$ cat config.mk
export PLATFORM = sky130hd
export DESIGN_NAME = irq_vector_ctrl
export DESIGN_NICKNAME = d
export VERILOG_FILES = /design/src/rtl/irqc_pkg.sv /design/src/rtl/irqc_fall_detect.sv /design/src/rtl/irqc_prio_sel.sv /design/src/rtl/irqc_master_en.sv /design/src/rtl/irq_vector_ctrl.sv
export SDC_FILE = /design/constraint.sdc
export NUM_CORES = 1
export LEC_CHECK = 0
export ABC_AREA = 1
export BUFFER_PORTS_ARGS = -buffer_cell sky130_fd_sc_hd__buf_4
export CAP_MARGIN = 20
export CORE_MARGIN = 2
export CORE_UTILIZATION = 47
export CTS_BUF_LIST = sky130_fd_sc_hd__clkbuf_16
export DETAILED_ROUTE_END_ITERATION = 7
export MAX_ROUTING_LAYER = met4
export PLACE_DENSITY = 0.79
export SLEW_MARGIN = 20
export SYNTH_ARGS = -nofsm -noshare
export SYNTH_HDL_FRONTEND = slang
export SYNTH_HIERARCHICAL = 1
export SYNTH_SLANG_ARGS = --single-unit
$ cat constraint.sdc
create_clock -name clk_i -period 2 [get_ports clk_i]
set_clock_uncertainty 0.15 [all_clocks]
set_input_delay 0.2 -clock clk_i [delete_from_list [all_inputs] [get_ports clk_i]]
set_output_delay 0.2 -clock clk_i [all_outputs]
set_load 0.005 [all_outputs]
$ cat src/rtl/irqc_pkg.sv
package irqc_pkg;
  localparam int NUM_SRC  = 5;
  localparam int HW_SRC   = NUM_SRC - 1;
  localparam int PAD_SRC  = NUM_SRC - 1;
  localparam logic [7:0] VEC_BASE = 8'h40;
  localparam int VEC_STEP = 8;

  typedef enum logic {
    SEL_ENABLE = 1'b0,
    SEL_FLAG   = 1'b1
  } regsel_e;
endpackage

$ cat src/rtl/irqc_fall_detect.sv
module irqc_fall_detect #(
  parameter int W = 4
) (
  input  logic         clk_i,
  input  logic         rst_ni,
  input  logic [W-1:0] lines_i,
  output logic         fall_o
);
  logic [W-1:0] prev_q;
  logic [W-1:0] prev_d;

  always_comb begin
    prev_d = lines_i;
  end

  always_ff @(posedge clk_i or negedge rst_ni) begin
    if (!rst_ni) prev_q <= '1;
    else         prev_q <= prev_d;
  end

  // A line that was high at the last edge and is low now has fallen.
  assign fall_o = |(prev_q & ~lines_i);
endmodule

$ cat src/rtl/irqc_prio_sel.sv
module irqc_prio_sel #(
  parameter int N  = 5,
  parameter int IW = $clog2(N)
) (
  input  logic [N-1:0]  req_i,
  output logic          any_o,
  output logic [N-1:0]  grant_o,
  output logic [IW-1:0] idx_o
);
  logic [N:0] seen;
  assign seen[0] = 1'b0;

  for (genvar k = 0; k < N; k++) begin : g_chain
    assign grant_o[k]  = req_i[k] & ~seen[k];
    assign seen[k+1]   = seen[k] | req_i[k];
  end

  assign any_o = seen[N];

  always_comb begin
    idx_o = '0;
    for (int k = N - 1; k >= 0; k--) begin
      if (req_i[k]) idx_o = IW'(k);
    end
  end
endmodule

$ cat src/rtl/irqc_master_en.sv
module irqc_master_en (
  input  logic clk_i,
  input  logic rst_ni,
  input  logic retire_i,
  input  logic is_ei_i,
  input  logic is_di_i,
  input  logic take_i,
  output logic ime_o
);
  logic ime_q, ime_d;
  logic arm_q, arm_d;
  logic upd_en;

  assign upd_en = take_i | retire_i;

  always_comb begin
    ime_d = ime_q;
    arm_d = arm_q;
    if (take_i) begin
      ime_d = 1'b0;
      arm_d = 1'b0;
    end else if (retire_i) begin
      if (is_di_i) begin
        ime_d = 1'b0;
        arm_d = 1'b0;
      end else if (is_ei_i) begin
        arm_d = 1'b1;
      end else if (arm_q) begin
        ime_d = 1'b1;
        arm_d = 1'b0;
      end
    end
  end

  always_ff @(posedge clk_i or negedge rst_ni) begin
    if (!rst_ni) begin
      ime_q <= 1'b0;
      arm_q <= 1'b0;
    end else if (upd_en) begin
      ime_q <= ime_d;
      arm_q <= arm_d;
    end
  end

  assign ime_o = ime_q;
endmodule

$ cat src/rtl/irq_vector_ctrl.sv
module irq_vector_ctrl
  import irqc_pkg::*;
#(
  parameter int PAD_W  = 4,
  parameter int DATA_W = 8
) (
  input  logic              clk_i,
  input  logic              rst_ni,
  input  logic [HW_SRC-1:0] hw_req_i,
  input  logic [PAD_W-1:0]  pad_lines_i,
  input  logic              reg_we_i,
  input  logic              reg_sel_i,
  input  logic [DATA_W-1:0] reg_wdata_i,
  output logic [DATA_W-1:0] reg_rdata_o,
  input  logic              retire_i,
  input  logic              is_ei_i,
  input  logic              is_di_i,
  output logic              irq_req_o,
  output logic [DATA_W-1:0] irq_vec_o,
  input  logic              irq_ack_i
);
  localparam int IW      = $clog2(NUM_SRC);
  localparam int STEP_SH = $clog2(VEC_STEP);
  localparam int PAD_W_U = DATA_W - NUM_SRC;

  logic [NUM_SRC-1:0] ie_q, ie_d;
  logic [NUM_SRC-1:0] flag_q, flag_d;
  logic [NUM_SRC-1:0] set_vec, clr_vec, pend, grant;
  logic [IW-1:0]      win_idx;
  logic               any_pend, pad_fall, ime_q, take;
  logic               ie_wr, flag_wr;

  irqc_fall_detect #(.W(PAD_W)) u_pad (
    .clk_i   (clk_i),
    .rst_ni  (rst_ni),
    .lines_i (pad_lines_i),
    .fall_o  (pad_fall)
  );

  assign pend = ie_q & flag_q;

  irqc_prio_sel #(.N(NUM_SRC), .IW(IW)) u_prio (
    .req_i   (pend),
    .any_o   (any_pend),
    .grant_o (grant),
    .idx_o   (win_idx)
  );

  assign irq_req_o = ime_q & any_pend;
  assign take      = irq_ack_i & irq_req_o;

  irqc_master_en u_ime (
    .clk_i    (clk_i),
    .rst_ni   (rst_ni),
    .retire_i (retire_i),
    .is_ei_i  (is_ei_i),
    .is_di_i  (is_di_i),
    .take_i   (take),
    .ime_o    (ime_q)
  );

  assign ie_wr   = reg_we_i & (regsel_e'(reg_sel_i) == SEL_ENABLE);
  assign flag_wr = reg_we_i & (regsel_e'(reg_sel_i) == SEL_FLAG);
  assign set_vec = {pad_fall, hw_req_i};
  assign clr_vec = take ? grant : '0;

  always_comb begin
    ie_d = ie_wr ? reg_wdata_i[NUM_SRC-1:0] : ie_q;
    if (flag_wr) flag_d = reg_wdata_i[NUM_SRC-1:0];
    else         flag_d = flag_q & ~clr_vec;
    // Hardware requests override both software writes and acknowledge.
    flag_d = flag_d | set_vec;
  end

  always_ff @(posedge clk_i or negedge rst_ni) begin
    if (!rst_ni) begin
      ie_q   <= '0;
      flag_q <= '0;
    end else begin
      if (ie_wr) ie_q <= ie_d;
      flag_q <= flag_d;
    end
  end

  always_comb begin
    if (regsel_e'(reg_sel_i) == SEL_FLAG) reg_rdata_o = {{PAD_W_U{1'b1}}, flag_q};
    else                                  reg_rdata_o = {{PAD_W_U{1'b0}}, ie_q};
  end

  assign irq_vec_o = DATA_W'(VEC_BASE) + (DATA_W'(win_idx) << STEP_SH);
endmodule

==> key figures <==
Outcome
  • Status: completed

Critical path
  • Reg-to-Reg Start: ie_q[0]$_DFFE_PN0P_
  • CP Launch Point: ie_q[0]$_DFFE_PN0P_
  • FF-to-FF setup slack: 0.32 ns
  • Crit. End Element: output port
  • Reg2reg end: u_ime/arm_q$_DFFE_PN0P_
  • Worst Setup Start Kind: flop
  • Critical Path RT: 1.65 ns
  • Kind of critical path: reg2out
  • End of the critical path: irq_req_o
  • Worst Reg-to-Reg Cells: 9
  • Arr. time, crit path: 1.46 ns
  • CP Max Fanout: 6

Synthesis
  • Area contributors post-synth: dfrtp_1 29%, nand2_1 18%, inv_1 13%
  • EDFF count, synth: 0
  • Yosys reg bits: 16
  • Sequential area share after synthesis: 39.0%
  • Post-Syn Area: 0.00104 mm2
  • Yosys warns: 6
  • Synth top area share: 28.9%
  • Yosys cell types: 18
  • Async set or reset register ratio after synthesis: 100%
  • Post-Syn Area per Cell: 6.58 um2
  • Dominant synthesized flop cell: dfrtp_1
  • Cell taking the most area after synthesis: dfrtp_1
  • Cells after Synth: 158

Min path
  • HP Start: reg_wdata_i[3]
  • Hold crit path type: in2reg

Route
  • Drt wl/cell: 10.2 um
  • TritonRoute pass-1 iters: 4
  • WL final: 2.22 mm
  • Post-route ant nets: 0
  • DRT iter0 DRCs: 23
  • Vias/cell: 4.61
  • Detailed-route via count: 1005
  • DRC: 0

Floorplan
  • Die Wd: 51.0 um
  • Io pins: 41
  • Core ar.: 0.00215 mm2
  • DIE HEIGHT: 51.0 um
  • Rows: 17
  • Initial Utilization: 48.4%
  • Die area: 0.00260 mm2

Clock network
  • CTS Root Buffer Type: clkbuf_16
  • CTS Hold Bufs: 5
  • Post-CTS Setup Bufs: 0
  • Clock slew at reported path FFs: 0.05 ns
  • Clock Sinks: 16
  • Gates resized, CTS repair: 0
  • TritonCTS Buffers: 3
  • Clk_lat worst skew: 0.25 ns
  • CTS tree: yes
  • Max Root-Sink Buffers: 2
  • Htree depth: 1

GRT
  • Vias in the first global route: 930
  • Largest net degree at the start of global routing: 18
  • Initial antenna violation count: 0
  • First-pass GRT wire length: 3.82 mm
  • Gr usage total: 20.5%
  • Global route overflow: 0

STA
  • Fmax: 553 MHz
  • Final setup vio count: 0
  • Minimum hold slack: 0.0442 ns
  • RSZ-0062 raised after global routing: no
  • Final Hold Vio Count: 0
  • Max Slew Vio Count: 0
  • Worst Setup Slack, final: 0.193 ns
  • Setup TNS: 0 ns
  • Min Tclk post-route: 1.81 ns
  • Final worst path period share: 90.3%

Finish
  • Commonest non-fill, non-tap cells in the layout: 50 x nand2_1, 35 x inv_1, 32 x buf_4
  • Area growth, synth to finish: 31.2%
  • Layout cells sized above 1: 22.1%
  • Nets: 215
  • Commonest non-fill, non-tap cell in the layout: nand2_1
  • Layout Cells excl Fill: 218
  • Post-route design area: 0.00136 mm2
  • ANT cells: 0

Run
  • Max Cap Viol: 0

Placed design
  • Port-buffer cells: 32
  • GPL Wtd Cong: 0.887
  • Dpl ws: 0.383 ns
  • Placed cells: 209
  • Area after DPL: 0.00123 mm2
  • Hpwl dp: 1.65 mm

Power and ir drop
  • Leak: 0.825 nW
  • Peak VDD IR: 0.501 mV
  • PD cells: 736 mW/mm2
-- cell usage after synthesis, types with 3 or more instances --
master and count:
buf_4 10, a21oi_1 5, inv_1 35, o21ai_0 3, nand2_1 50, nand4_1 5, dfrtp_1 12, nor2_1 11
nand3_1 11, dfstp_2 4
-- power breakdown --
group	switching (mW)	leakage, nW	internal (mW)	total, mW
sequential	0.0193	0.178	0.356	0.375
clock	0.130	0.0385	0.265	0.395
combinational	0.125	0.609	0.109	0.234
total	0.274	0.825	0.730	1.00
-- flip-flops by register name (all words and copies together) (netlist names) --
register      cells
u_pad/prev_q      4
u_ime/ime_o       1
u_ime/arm_q       1
flag_q            5
ie_q              5
-- layer usage --
layer	track usage [%]	vias to the layer above	part of all wire [%]	wire length, um
li1	-	521	-	-
met1	24.3	448	43	960
met2	33.1	32	49	1090
met3	2.63	4	5.1	114
met4	12.6	0	2.5	55
met5	-	-	0	0
-- final cells by class --
type | instances | area (um2)
clock buffer | 3 | 75.1
clock inverter | 1 | 3.75
fill | 203 | 785
inverter | 36 | 135
multi-input combinational | 97 | 419
sequential | 16 | 405
tap | 28 | 35.0
timing repair buffer | 37 | 290
-- how the worst min path moves through the flow --
stage | endpoint | slack, ns | cells past startpoint
floorplan | flag_q[0]$_DFF_PN0_ | -0.25 | 0
global placement | u_ime/ime_o$_DFFE_PN0P_ | -0.08 | 1
detailed placement | flag_q[2]$_DFF_PN0_ | -0.08 | 1
CTS | ie_q[3]$_DFFE_PN0P_ | 0.05 | 3
global route | ie_q[3]$_DFFE_PN0P_ | 0.06 | 3
finish | ie_q[3]$_DFFE_PN0P_ | 0.04 | 3
-- kinds of logic after synthesis --
group	synth area share, %
buf+inv	21.8
other cells	0.722
simple gates	32.3
compound gates	6.26
flops	39.0
-- critical path, cell delays in order, from the launching register on --
cell and delay (ns):
dfrtp_1 0.39, nand2_1 0.06, inv_1 0.06, nor2_2 0.17, nand3b_1 0.22, nand2_1 0.14
inv_1 0.05, buf_4 0.12
-- through the flow --
stage          power [mW]  util, %
4_1_cts              1.01     63.5
5_1_grt              1.05     63.5
2_1_floorplan       0.517        -
6_report             1.00     63.5
3_5_place_dp        0.606     57.5
3_3_place_gp        0.596     57.5
Power figures use the tool's default switching activity.
